File: src/rtl/ramp_pkg.sv
// Package: shared widths, field positions and the decoded slot configuration.
// Assumes the configuration word layout given in the brief.
package ramp_pkg;
    localparam int CODE_W    = 12;
    localparam int STEP_W    = 4;
    localparam int STEP_LSB  = CODE_W;
    localparam int END_LSB   = STEP_LSB + STEP_W;
    localparam int DIR_BIT   = END_LSB + CODE_W;
    localparam int RPT_BIT   = DIR_BIT + 1;
    localparam int CFG_W     = RPT_BIT + 1;

    typedef logic [CODE_W-1:0] code_t;

    typedef struct packed {
        logic              rpt;
        logic              down;
        code_t             stop;
        logic [STEP_W-1:0] inc;
        code_t             base;
    } ramp_cfg_t;

    // Split one raw configuration word into its fields.
    function automatic ramp_cfg_t unpack_cfg(input logic [CFG_W-1:0] w);
        ramp_cfg_t c;
        c.base = w[STEP_LSB-1:0];
        c.inc  = w[END_LSB-1:STEP_LSB];
        c.stop = w[DIR_BIT-1:END_LSB];
        c.down = w[DIR_BIT];
        c.rpt  = w[RPT_BIT];
        return c;
    endfunction
endpackage

File: src/rtl/ramp_trig_arb.sv
// Module: fixed-priority pick among slot triggers, lowest index first.
// Assumes NUM_SLOTS >= 2. Purely combinational.
module ramp_trig_arb #(
    parameter int NUM_SLOTS = 4,
    localparam int IDX_W    = $clog2(NUM_SLOTS)
) (
    input  logic [NUM_SLOTS-1:0] req,
    output logic                 any,
    output logic [IDX_W-1:0]     idx
);
    // Scan from the top so that the lowest set index is the last to assign.
    always_comb begin
        any = |req;
        idx = '0;
        for (int i = NUM_SLOTS - 1; i >= 0; i--) begin
            if (req[i]) idx = i[IDX_W-1:0];
        end
    end
endmodule

File: src/rtl/ramp_next_calc.sv
// Module: next-code computation for one step, with clamp at the end value.
// Assumes cur, stop and inc come from the active slot. A zero step holds the code and never reports arrival.
module ramp_next_calc
    import ramp_pkg::*;
(
    input  code_t             cur,
    input  code_t             stop,
    input  logic [STEP_W-1:0] inc,
    input  logic              down,
    output code_t             nxt,
    output logic              hit
);
    code_t inc_ext;
    code_t gap;

    assign inc_ext = {{(CODE_W-STEP_W){1'b0}}, inc};

    // Move by one step, or land on the end value if the step would reach or pass it.
    always_comb begin
        nxt = cur;
        hit = 1'b0;
        gap = '0;
        if (inc != '0) begin
            if (!down) begin
                if (cur >= stop) begin
                    hit = 1'b1;
                end else begin
                    gap = stop - cur;
                    hit = (gap <= inc_ext);
                end
                nxt = hit ? stop : cur + inc_ext;
            end else begin
                if (cur <= stop) begin
                    hit = 1'b1;
                end else begin
                    gap = cur - stop;
                    hit = (gap <= inc_ext);
                end
                nxt = hit ? stop : cur - inc_ext;
            end
        end
    end
endmodule

File: src/rtl/ramp_cfg_bank.sv
// Module: unpacks the flat configuration bus into one decoded record per slot.
// Assumes the words are packed side by side, slot 0 in the low bits.
module ramp_cfg_bank
    import ramp_pkg::*;
#(
    parameter int NUM_SLOTS = 4
) (
    input  logic [NUM_SLOTS*CFG_W-1:0] flat,
    output ramp_cfg_t                  cfg [NUM_SLOTS]
);
    for (genvar s = 0; s < NUM_SLOTS; s++) begin : g_slot
        // Decode the word of slot s.
        assign cfg[s] = unpack_cfg(flat[s*CFG_W +: CFG_W]);
    end
endmodule

File: src/rtl/step_ramp_gen.sv
// Module: multi-slot step ramp generator, the top of the block.
// Only the index of the running slot is stored. Its fields are read live, so software is
// expected to leave a running slot's word unchanged. Outputs are registered.
module step_ramp_gen
    import ramp_pkg::*;
#(
    parameter int NUM_SLOTS = 4,
    localparam int IDX_W    = $clog2(NUM_SLOTS)
) (
    input  logic                       clk,
    input  logic                       rst_n,
    input  logic [NUM_SLOTS*CFG_W-1:0] slot_cfg_i,
    input  logic [NUM_SLOTS-1:0]       trig_i,
    input  logic                       adv_i,
    output logic [CODE_W-1:0]          code_o,
    output logic                       valid_o,
    output logic                       done_o
);
    ramp_cfg_t        cfg [NUM_SLOTS];
    logic             win_any;
    logic [IDX_W-1:0] win_idx;
    logic [IDX_W-1:0] sel_q;
    logic             active_q;
    logic             wrap_q;
    code_t            code_q;
    logic             valid_q;
    logic             done_q;
    ramp_cfg_t        cur_cfg;
    ramp_cfg_t        new_cfg;
    code_t            nxt_code;
    logic             nxt_hit;

    ramp_cfg_bank #(.NUM_SLOTS(NUM_SLOTS)) u_bank (
        .flat (slot_cfg_i),
        .cfg  (cfg)
    );

    ramp_trig_arb #(.NUM_SLOTS(NUM_SLOTS)) u_arb (
        .req  (trig_i),
        .any  (win_any),
        .idx  (win_idx)
    );

    assign cur_cfg = cfg[sel_q];
    assign new_cfg = cfg[win_idx];

    ramp_next_calc u_calc (
        .cur  (code_q),
        .stop (cur_cfg.stop),
        .inc  (cur_cfg.inc),
        .down (cur_cfg.down),
        .nxt  (nxt_code),
        .hit  (nxt_hit)
    );

    // Run control: a trigger loads a slot, an advance steps, reloads or halts the run.
    always_ff @(posedge clk) begin
        if (!rst_n) begin
            active_q <= 1'b0;
            wrap_q   <= 1'b0;
            sel_q    <= '0;
            code_q   <= '0;
            valid_q  <= 1'b0;
            done_q   <= 1'b0;
        end else begin
            valid_q <= 1'b0;
            done_q  <= 1'b0;
            if (win_any) begin
                active_q <= 1'b1;
                wrap_q   <= 1'b0;
                sel_q    <= win_idx;
                code_q   <= new_cfg.base;
                valid_q  <= 1'b1;
            end else if (adv_i && active_q) begin
                valid_q <= 1'b1;
                if (wrap_q) begin
                    wrap_q <= 1'b0;
                    code_q <= cur_cfg.base;
                end else begin
                    code_q <= nxt_code;
                    if (nxt_hit) begin
                        done_q <= 1'b1;
                        if (cur_cfg.rpt) wrap_q   <= 1'b1;
                        else             active_q <= 1'b0;
                    end
                end
            end
        end
    end

    assign code_o  = code_q;
    assign valid_o = valid_q;
    assign done_o  = done_q;
endmodule

File: config.mk
export PLATFORM = sky130hd
export DESIGN_NAME = step_ramp_gen
export DESIGN_NICKNAME = d
export VERILOG_FILES = /design/src/rtl/ramp_pkg.sv /design/src/rtl/ramp_trig_arb.sv /design/src/rtl/ramp_next_calc.sv /design/src/rtl/ramp_cfg_bank.sv /design/src/rtl/step_ramp_gen.sv
export SDC_FILE = /design/constraint.sdc
export NUM_CORES = 1
export LEC_CHECK = 0
export BUFFER_PORTS_ARGS = -buffer_cell sky130_fd_sc_hd__buf_2
export CELL_PAD_IN_SITES_DETAIL_PLACEMENT = 0
export CELL_PAD_IN_SITES_GLOBAL_PLACEMENT = 2
export CORE_MARGIN = 8
export CORE_UTILIZATION = 32
export CTS_CLUSTER_DIAMETER = 100
export DETAILED_ROUTE_END_ITERATION = 10
export GPL_TIMING_DRIVEN = 0
export PLACE_DENSITY_LB_ADDON = 0.1
export SLEW_MARGIN = 30
export SYNTH_ARGS = -nofsm -noshare
export SYNTH_HDL_FRONTEND = slang
export SYNTH_SLANG_ARGS = --single-unit
File: constraint.sdc
create_clock -name clk -period 6.7 [get_ports clk]
set_clock_uncertainty 0.1 [all_clocks]
set_input_delay 1.34 -clock clk [delete_from_list [all_inputs] [get_ports clk]]
set_output_delay 1.34 -clock clk [all_outputs]
set_load 0.02 [all_outputs]
==> results, run 1 <==
- The placed instances occupy a cell area of 0.004995 mm2.
- 0 antenna diodes ended up in the layout.
- The count of boundary I/O pins is about 140.
- The detail route stage leaves a number of antenna-violating nets equal to 0.
- In this run the cell area of the synthesized design comes to between 0.004 and 0.005 mm2.
- The number of pins with negative max-slew slack in the final report was 0.
- Of all nets on the critical path, the largest fanout is 10.
- The total count of hold-check failures in the final report is 0.
- The initial antenna violation count was 0.
- The number of buffer and inverter instances along the worst setup path is 4.
- The number of max-capacitance violations reported is 0.
- The flow ran to the end, and the final reports show no timing, DRC or antenna violations.
- Data arrives at the worst endpoint at a little under 6 ns.
- The via count of the first global-routing pass was between 4000 and 5000.
- The via total after detailed routing is 4297.
- The kind of cell with the highest combined delay along the critical path is buffers and inverters.
- Wire segments on met2 add up to roughly 7500 um in the final route.
- The critical path's largest stage delay is just under 0.7 ns.
- The overall die height is between 100 and 150 um.
- Wire segments on met3 add up to approximately 590 um in the final route.
- The clock reaches the later pin of the worst-skew pair after between 0.2 and 0.3 ns.
- The worst-case IR drop observed on VDD is 83.07 uV.
- The number of nets handed over by synthesis was about 660.
- For flop-to-flop paths, the worst setup slack is slightly above 1 ns.
- For this design the static power due to leakage is ~2.2 nW.
- The congestion estimate from routability-driven global placement came to just over 0.8.
- Averaged over all synthesized cells, the footprint is ~8.4 um2.
- CTS placed an instance of clkbuf_16 at the clock tree root.
- Compared with the post-synthesis result, the final layout area differs by 24.82%.
- The CTS tree is done.
- The maximum number of pins on one net before global-route repair is 11.
- The area share of the largest cell type after synthesis is between 20% and 30%.
- The die width is around 130 um.
- Port buffering added 140 buffers.
- Of the synthesized area, sequential elements account for under 10%.
- Derived from the worst setup path, the maximum achievable clock frequency is approximately 180 MHz.
- After synthesis, the largest family of logic cells by area is compound AO/OA/AOI/OAI gates.
- The final design instance area without fill is 0.005084 mm2.
- The library cell contributing the largest single delay on the critical path is buf_1.
- The HPWL after detailed placement is about 13000 um.
- The number of storage elements in the synthesis netlist is 18.
- The setup total negative slack is 0 ns.
- The compound-gate portion of the synthesized area is between 20 and 25%.
- Measured in cells, the most critical reg-to-reg path has a length of 17.
- The die covers roughly 0.017 mm2.
- OpenSTA, run right after detailed placement, puts the worst setup slack at around 0.91 ns.
- After clock tree synthesis, the clock-pin slew on the worst setup and hold paths is roughly 0.05 ns.
- Traced cell by cell, the critical path runs through clkbuf_1, buf_1, mux4_2, ha_1, inv_1, fa_1, ha_1, nor2b_1, o21a_1, o21a_1, o21ai_0, nand4_1, o31ai_4, clkbuf_1, nor2_1, a2111o_1, a21oi_1.
- The worst setup path is captured at a flip-flop.
- The number of distinct library cells after synthesis is between 60 and 70.
- The biggest area contributor in the post-synthesis netlist is mux4_2.
- The count of buffers added by post-CTS timing repair for setup is 0.
- In the final routed layout, each cell accounts on average for 19.08 um.
- Among all cell types in the netlist, the one instantiated most often is a21oi_1.
- The final setup violation count is 0.
- The total number of yosys warnings is 0.
- The commonest cells after synthesis are a21oi_1 (45), mux4_2 (41), ha_1 (40).
- The post-route total power is slightly above 0.8 mW.
- In this run the number of cells on the critical path is 17.
- The effective utilization at floorplan is about a third.
- The worst register-to-register path begins at sel_q[1].
- The vias per cell is about 5.4.
- The worst hold path class is reg2reg.
- The DRC violations left is 0.
- The number of sinks on the clock net is 18.
- The final worst setup slack is between 1 and 1.5 ns.
- Measured against its own limit, the worst slew margin works out to between 40% and 50%.
- The gate count after technology mapping is just under 500.
- After synthesis, the cell types taking the most area are mux4_2 (23%), ha_1 (12%), dfxtp_1 (8.8%).
- The total global-route track usage is between 10% and 20%.
- The first TritonRoute pass finished after 4 iterations.
- The floorplan has ~40 rows.
- The power density relative to cell area is 161.5 mW/mm2.
- Cells with a size suffix above 1 make up approximately a third of the layout.
- In the finished design, the share of the clock period the worst path needs comes to roughly 85%.
- The required time at the endpoint of the critical path is just under 7 ns.
- Summing the areas of all fa, ha and maj instances in the mapped netlist gives approximately 14% of the synthesized area.
- The area inside the core boundary is 0.01252 mm2.
- The type of element launching the critical path is a flip-flop.
- The post-layout minimum cycle time is ~5.7 ns.
- The xor-xnor portion of the synthesized cell area is slightly below 5%.
- The total overflow left after global routing is 0.
- The critical path in this run is classified as reg2reg.
- The met1 routed wirelength after detailed routing is slightly above 7000 um.
- The number of buffers on the longest clock path is 2.
- The synthesized design contains 0 enable-type register cells.
- The routed design has between 15000 and 20000 um of wire.
- The net count of the finished layout is 800.
- The worst hold slack across all endpoints is about 0.4 ns.
- The end point of the critical path is code_o[10].
- The share of flip-flops with an asynchronous set or reset after synthesis is 0%.
- Once the clock tree was built, the resizer swapped 0 gates to a different size.
- Hold repair after CTS inserted 0 buffers.
- The most critical setup path has its startpoint at sel_q[1].
- The endpoint of the most critical register-to-register path is code_o[10].
- Setup repair after global routing left no endpoint under its margin.
- The first global-routing pass estimated 23450 um of wire.
- Signal routing reaches up to met4.
- The number of buffers inserted during clock tree synthesis is 3.
- After the first detailed-routing iteration, the DRC count stood at 157.
- For the pin with the worst max-slew slack, the measured transition is about 0.82 ns.
- Summing the areas of all and, or, nand and nor instances in the mapped netlist gives 16.41% of the synthesized area.
- The fraction of synthesized area in multiplexers is between 20% and 30%.
- CTS built an H-tree with a depth of 1.
- The most used flip-flop cell after synthesis is dfxtp_1.
[logic make-up (layout without fill, tap and decap cells)]
| family | count (synthesis) | after routing |
|---|---|---|
| AND/OR/NAND/NOR | 138 | 138 |
| AO/OA/AOI/OAI | 146 | 146 |
| XOR/XNOR | 23 | 23 |
| adder cells (fa/ha/maj) | 44 | 44 |
| flip-flops | 18 | 18 |
| multiplexers | 48 | 48 |
| buffers and inverters | 67 | 211 |
[worst min-delay path, cell delays in order (launching register included)]
cell     delay [ns]
dfxtp_1        0.32
o31ai_1        0.07
a21oi_1        0.06
[state kept, by name, indices dropped and copies added, names as in the netlist]
register	count
wrap_q	1
valid_o	1
sel_q	2
done_o	1
code_o	12
active_q	1
[cell type report]
| class | instances | area [um2] |
|---|---|---|
| Inverter | 38 | 142.6 |
| Sequential cell | 18 | 360.3 |
| Clock buffer | 4 | 88.84 |
| Tap cell | 172 | 215.2 |
| Timing Repair Buffer | 140 | 700.7 |
| Multi-Input combinational cell | 399 | 3451 |
| Buffer | 29 | 125.1 |
| Fill cell | 1353 | 7433 |
[how the worst min path moves through the flow]
stage                     cells after the start      from  slack [ns]        to
after floorplan                               2  active_q        0.36  active_q
after global routing                          2  active_q        0.41  active_q
after detailed placement                      2  active_q        0.38  active_q
final                                         2  active_q        0.40  active_q
after CTS                                     2  active_q        0.39  active_q
after global placement                        2  active_q        0.37  active_q
[metal layers]
layer,GRT usage [%],vias up
li1,-,2125
met2,31.65,118
met1,22.79,2047
met3,2.482,7
met5,0,-
met4,3.248,0
[per-stage QoR]
step | util (%) | cells
final | 40.61 | 800
after global routing | 40.61 | 800
after CTS | 40.61 | 800
after detailed placement | 39.90 | 796
after global placement | 39.85 | 796
after floorplan | - | 484
[layout by cell type (no fill, tap or decap), types with 6 or more instances in the layout]
master,count
a21oi_1,45
clkbuf_1,20
mux4_2,41
buf_2,144
dfxtp_1,18
o21ai_0,25
a21o_1,11
nor2_1,30
nor2b_1,6
nand2_1,38
xnor2_1,14
and3_1,6
ha_1,40
a211oi_1,6
nor3_1,15
xor2_1,9
nand3_1,16
inv_1,37
[power by group]
part           internal, mW  total (mW)  switching (mW)
clock                0.0911       0.137          0.0458
combinational         0.237       0.551           0.314
sequential            0.117       0.133          0.0159
total                 0.445       0.821           0.375
Note: power is estimated with default switching activity, not from simulation.
==> run 2: changes to the inputs <==
CORE_UTILIZATION = 27   (was 32)
clock period = 4.7 ns   (was 6.7 ns; I/O delays follow)
==> results, run 2 (same netlist as run 1, synthesis figures left out) <==
- The count of port buffers added during placement is 140 (unchanged).
- The routability congestion estimate came to 0.8549 (+2.9%).
- The net switching power is 0.5515 mW (+47%).
- The area growth from synthesis to layout is 27.56%.
- The aggregate global routing overflow is 0 (unchanged).
- The number of sinks on the clock net is 18 (unchanged).
- The logic gate share of total power is 67.7% (+0.6 points).
- The share of total power in sequential cells is 16.0% (-0.2 points).
- The tightest min-delay check is of the reg2reg type.
- The final critical path takes up 95.44% of the cycle.
- The wire length per cell is 20.21 um (+5.9%).
- The type of the worst setup path is in2reg.
- The cell at the root of the clock tree is clkbuf_16.
- The endpoint arrival time on the critical path is 4.58 ns (-1.20 ns).
- The count of H-tree levels built during CTS was 1 (unchanged).
- The worst hold slack across all endpoints came to 0.3894 ns (-0.01004 ns).
- The maximum clock rate is ~220 MHz.
- The number of stages on the worst hold path is 2 (unchanged).
- The flow ran to the end, and the final reports show no timing, DRC or antenna violations.
- The floorplan die area is 0.01927 mm2 (+16%).
- The most common library cell in the layout ignoring fill and taps is buf_2.
- The total global-route track usage is 16.67% (-1.2 points).
- The startpoint of the most critical register-to-register path is sel_q[1].
- The critical path's largest stage delay was 0.51 ns (-0.18 ns).
- The fraction of final layout cells sized beyond drive strength 1 came to 34.61% (+2.6 points).
- The instance area at placement is 0.005009 mm2 (+0.28%).
- The net switching fraction of the power is 46.00% (+0.25 points).
- The net count of the finished layout is 799 (-0.13%).
- The HPWL after detailed placement is 14180 um (+6.9%).
- The vias per cell is 5.341 (-0.56%).
- The DRC violations left was 0 (unchanged).
- The overall die height came to 138.8 um (+7.8%).
- The wire length reported by the detailed router is 16470 um (+7.9%).
- On the critical path, the stage with the largest delay is an instance of mux4_2.
- Setup repair after global routing left no endpoint under its margin.
- For hold timing, the worst endpoint is active_q.
- The worst supply voltage drop on vdd came to 103.8 uV (+25%).
- The area inside the core boundary was 0.01498 mm2 (+20%).
- The total count of hold-check failures in the final report came to 0 (unchanged).
- The detailed router's first-iteration violation count is 243 (+55%).
- The highest net fanout along the worst path is 9 (-1).
- The clock latency at the later pin of the worst-skew pair is 0.26 ns (about the same).
- The maximum number of pins on one net before global-route repair is 11 (unchanged).
- The routed design could run at a clock period as short as 4.486 ns.
- TritonCTS built the clock tree.
- The flip-flop count of the largest register, all copies and words added is 12 (unchanged).
- The required time at the endpoint of the critical path was 4.79 ns (-2.00 ns).
- The initial antenna violation count came to 0 (unchanged).
- The clock-pin slew of the registers on the worst-case setup and hold paths is 0.06 ns (about the same).
- The via count of the first global-routing pass came to 4738 (+6.0%).
- The standby leakage power is 2.282 nW (+1.7%).
- Leaving out fill and tap cells, the most frequent cells in the layout are buf_2 (143), a21oi_1 (44), mux4_2 (41).
- The first-pass GRT wire length came to 25810 um (+10%).
- The number of buffers on the longest clock path was 2 (unchanged).
- The count of fill cells added during filler insertion is 1589 (+17%).
- The via total after detailed routing came to 4353 (+1.3%).
- The number of optimization iterations in the first detailed-route pass came to 4 (unchanged).
- The number of max-capacitance violations reported came to 0 (unchanged).
- The worst register-to-register path ends at code_o[0].
- The post-detailed-route count of antenna-violating nets came to 0 (unchanged).
- The worst slew margin relative to its limit is 48.24% (+2.9 points).
- The number of rows in the core area came to 45 (+9.8%).
- The number of buffers added to fix hold violations after cts was 0 (unchanged).
- The count of boundary I/O pins is 141 (unchanged).
- The effective utilization at floorplan came to 27.19% (-5.3 points).
- The final design instance area without fill is 0.005195 mm2 (+2.2%).
- The final setup violation count came to 0 (unchanged).
- The slack of the worst reg-to-reg path came to 0.26 ns (-0.75 ns).
- The number of buffers inserted during clock tree synthesis is 3 (unchanged).
- The power density relative to cell area came to 230.8 mW/mm2 (+43%).
- The die width came to 138.8 um (+7.8%).
- The diode insertion count for antenna repair came to 0 (unchanged).
- The internal power component is 0.6476 mW (+45%).
- The clock group share of total power is 16.3% (-0.4 points).
- Walking the worst path, the cells encountered are buf_2, mux4_2, inv_1, ha_1, a21oi_2, nand2_1, xor2_1, ha_1, a21oi_1, o21ai_0, a32oi_1, o2111a_1, o2111a_2, o21a_4, mux2_2, a21oi_1.
- The kind of end point of the critical path is a flip-flop.
- The worst hold path startpoint is active_q.
- The transition time of the tightest slew-check pin was 0.7765 ns (-0.04398 ns).
- The depth of the worst register-to-register path is 17 (unchanged).
- The type of element launching the critical path is an input port.
- The number of pins with negative max-slew slack in the final report is 0 (unchanged).
## run 2: worst max-delay path by stage
stage / cells past startpoint / slack [ns] / to / from
after floorplan: 16 / 0.16 / code_o[10] / sel_q[0]
after global placement: 17 / -1.27 / code_o[11] / sel_q[1]
after detailed placement: 17 / -1.27 / code_o[11] / sel_q[1]
after CTS: 13 / 0.03 / code_o[11] / sel_q[0]
after global routing: 16 / 0.02 / code_o[0] / sel_q[0]
final: 16 / 0.21 / code_o[0] / slot_cfg_i[108]
## run 2: layer usage
| layer | vias up | global-route usage [%] | share of wire (%) |
|---|---|---|---|
| li1 | 2125 | - | - |
| met1 | 2081 | 20.70 | 45 |
| met3 | 11 | 2.134 | 3.9 |
| met4 | 0 | 3.466 | 0.93 |
| met5 | - | 0 | 0 |
| met2 | 136 | 30.11 | 50 |
## run 2: power by group through the flow
| stage | combinational, mW | sequential, mW | clock (mW) |
|---|---|---|---|
| floorplan | 0.544 | 0.200 | 0 |
| global placement | 0.793 | 0.193 | 0 |
| detailed placement | 0.795 | 0.194 | 0 |
| CTS | 0.802 | 0.192 | 0.202 |
| global route | 0.898 | 0.195 | 0.206 |
| finish | 0.812 | 0.192 | 0.196 |
## run 2: stage by stage
stage | power (mW) | instances | utilization, % | setup slack [ns] | setup TNS [ns]
2_1_floorplan | 0.7432 | 484 | - | 0.1581 | 0
6_report | 1.199 | 815 | 34.69 | 0.2141 | 0
5_1_grt | 1.299 | 815 | 34.69 | 0.01988 | 0
3_5_place_dp | 0.9891 | 812 | 33.44 | -1.267 | -15.22
4_1_cts | 1.196 | 814 | 34.31 | 0.03101 | 0
3_3_place_gp | 0.9866 | 812 | 33.44 | -1.270 | -15.57
## run 2: area by class of cell
type / instances / area, um2 / share of cell area, %
flip-flops and latches: 18 / 361.6 / 6.961
clock buffers: 4 / 88.84 / 1.710
inverters: 38 / 142.6 / 2.746
well taps: 188 / 235.2 / 4.528
repair buffers: 142 / 715.7 / 13.78
plain buffers: 26 / 170.2 / 3.276
multi-input cells: 399 / 3481 / 67.00
## run 2: critical path: cells and delay by family
kind                       cells  cell delay [ns]
AOI/OAI and AO/OA              8             1.65
adders and majority gates      2             0.59
xor gates and xnor gates       1             0.17
buffers and inverters          2             0.21
and+or+nand+nor                1             0.14
muxes                          2             0.88
## run 2: timing repair
item	4_1_cts	5_1_grt
endpoints found under the setup margin	15	12
pin swaps	1	1
buffers inserted	0	2
endpoints found under the hold margin	0	0
resized for setup	22	13
==> run 3: changes to the inputs <==
CORE_ASPECT_RATIO = 1.25   (was not set)
==> results, run 3 (same netlist as run 1, synthesis figures left out) <==
- The floorplan die area was 0.01929 mm2 (+0.13%).
- STA classifies the critical path endpoint as a flip-flop.
- The clock-pin slew of the registers on the worst-case setup and hold paths is 0.05 ns (about the same).
- The layer with the highest usage after global routing is met2.
- The number of buffers on the longest clock path is 2 (unchanged).
- The slack of the worst reg-to-reg path is 0.24 ns (-0.02 ns).
- The global routing usage on met2 is 31.79% (+1.7 points).
- The vias per cell came to 5.308 (-0.63%).
- The via count of the first global-routing pass is 4602 (-2.9%).
- The DRC violations left is 0 (unchanged).
- STA classifies the critical path startpoint as an input port.
- The global-route met3 utilization is 2.471% (+0.34 points).
- The overall die height is 153.3 um (+10%).
- The standby leakage power was 2.300 nW (+0.80%).
- The count of fill cells added during filler insertion is 1593 (+0.25%).
- The diode insertion count for antenna repair is 0 (unchanged).
- The total count of hold-check failures in the final report is 0 (unchanged).
- The cell at the root of the clock tree is clkbuf_16.
- The number of rows in the core area was 50 (+11%).
- The wire length per cell is 20.33 um (+0.61%).
- The highest net fanout along the worst path is 9 (unchanged).
- The die width is 125.9 um (-9.3%).
- The routability congestion estimate came to 0.8060 (-5.7%).
- The initial antenna violation count came to 0 (unchanged).
- The most common library cell in the layout ignoring fill and taps is buf_2.
- The maximum number of pins on one net before global-route repair was 11 (unchanged).
- The met1 track demand over resource in global routing was 19.03% (-1.7 points).
- The instance area at placement is 0.005007 mm2 (about the same).
- The number of optimization iterations in the first detailed-route pass is 4 (unchanged).
- The endpoint arrival time on the critical path is 4.62 ns (+0.04 ns).
- The maximum clock rate is 220.9 MHz (-0.90%).
- The effective utilization at floorplan is 27.35% (+0.16 points).
- The count of boundary I/O pins is 141 (unchanged).
- The setup total negative slack was 0 ns (unchanged).
- The wire length reported by the detailed router came to 16530 um (+0.36%).
- The transition time of the tightest slew-check pin is 0.8047 ns (+0.02828 ns).
- The aggregate global routing overflow came to 0 (unchanged).
- Setup repair after global routing left no endpoint under its margin.
- The number of max-capacitance violations reported was 0 (unchanged).
- The relative area change from synthesis to final layout is 28.26%.
- The flip-flop count of the largest register, all copies and words added is 12 (unchanged).
- The post-layout minimum cycle time was 4.527 ns (+0.04084 ns).
- The first-pass GRT wire length came to 25610 um (-0.78%).
- The required time at the endpoint of the critical path was 4.79 ns (about the same).
- The library cells used most frequently in the layout, excluding fill and tap cells, are buf_2 (143), a21oi_1 (44), mux4_2 (41).
- The HPWL after detailed placement is 14420 um (+1.7%).
- The CTS tree is done.
- The final setup violation count is 0 (unchanged).
- The fraction of final layout cells sized beyond drive strength 1 came to 34.87% (+0.26 points).
- The number of buffers inserted during clock tree synthesis is 3 (unchanged).
- The footprint of the flip-flops and latches came to 361.6 um2 (unchanged).
- The number of pins with negative max-slew slack in the final report is 0 (unchanged).
- The total global-route track usage is 16.81% (+0.14 points).
- The power density relative to cell area came to 230.1 mW/mm2 (-0.30%).
- The flow ran to the end, and the final reports show no timing, DRC or antenna violations.
- The via total after detailed routing is 4315 (-0.87%).
- The critical path is of the in2reg type.
- The area used by multi-input combinational logic is 0.003495 mm2 (+0.40%).
- The area inside the core boundary is 0.01489 mm2 (-0.58%).
- The clock latency at the later pin of the worst-skew pair is 0.25 ns (about the same).
- The detailed router's first-iteration violation count came to 208 (-14%).
- The final design instance area without fill is 0.005224 mm2 (+0.55%).
- The worst slew margin relative to its limit is 46.35% (-1.9 points).
- The count of port buffers added during placement is 140 (unchanged).
- The post-detailed-route count of antenna-violating nets came to 0 (unchanged).
- The worst supply voltage drop on vdd came to 97.04 uV (-6.5%).
- The net count of the finished layout came to 803 (+0.50%).
- The final cycle utilization of the critical path came to 96.31% (+0.87 points).
- The count of H-tree levels built during CTS is 1 (unchanged).
- The number of sinks on the clock net is 18 (unchanged).
- The min-delay analysis places its worst path in the category reg2reg.
run 3: cell types whose count changed in the layout (fill, tap and decap cells not counted), sizes merged:
| cell | previous run | this run |
|---|---|---|
| buf | 152 | 155 |
| clkbuf | 20 | 21 |
run 3: final timing paths:
path,start,endpoint,cells after the start
worst max-delay path,slot_cfg_i[108],code_o[0],16
worst min-delay path,active_q,active_q,2
worst max register to register,sel_q[0],code_o[11],13
worst min register to register,active_q,active_q,2
run 3: timing repair:
item / 4_1_cts / 5_1_grt
pin swaps: 0 / 1
resized for setup: 29 / 10
buffers inserted: 0 / 5
setup endpoints to repair: 15 / 12
hold buffers: 0 / 0
run 3: cell type report:
| class | instances | share of cell area (%) |
|---|---|---|
| multi-input cells | 399 | 66.90 |
| plain buffers | 27 | 3.257 |
| repair buffers | 145 | 14.13 |
| well taps | 182 | 4.359 |
| flip-flops and latches | 18 | 6.922 |
| inverters | 38 | 2.731 |
| clock buffers | 4 | 1.701 |
run 3: stage by stage:
stage | std cells | util, % | total power [mW] | setup slack (ns) | hold WS (ns)
6_report | 813 | 35.08 | 1.202 | 0.1733 | 0.3865
5_1_grt | 813 | 35.08 | 1.309 | 0.005720 | 0.4404
4_1_cts | 808 | 34.60 | 1.205 | 0.01556 | 0.3906
3_5_place_dp | 806 | 33.63 | 0.9965 | -1.481 | 0.3834
3_3_place_gp | 806 | 33.59 | 0.9892 | -1.439 | 0.3831
2_1_floorplan | 484 | - | 0.7432 | 0.1581 | 0.3569
run 3: critical path, stage by stage:
cell and delay, ns:
buf_2 0.09, mux4_2 0.51, inv_1 0.14, ha_1 0.30, a21oi_2 0.23, nand2_1 0.13, xor2_1 0.16, ha_1 0.31
a21oi_1 0.13, o21ai_0 0.11, a32oi_1 0.24, o2111a_1 0.26, o2111a_2 0.30, o21a_4 0.26, mux2_2 0.37, a21oi_1 0.13
run 3: metal layers:
metal,wire length (um),vias up
li1,-,2136
met2,8676,123
met1,6831,2041
met4,323,0
met3,699,15
met5,0,-
run 3: report_power, final:
part / leakage, nW / internal [mW] / switching [mW] / total (mW)
sequential: 0.150 / 0.167 / 0.0241 / 0.191
clock: 0.0442 / 0.130 / 0.0626 / 0.192
combinational: 2.11 / 0.355 / 0.464 / 0.819
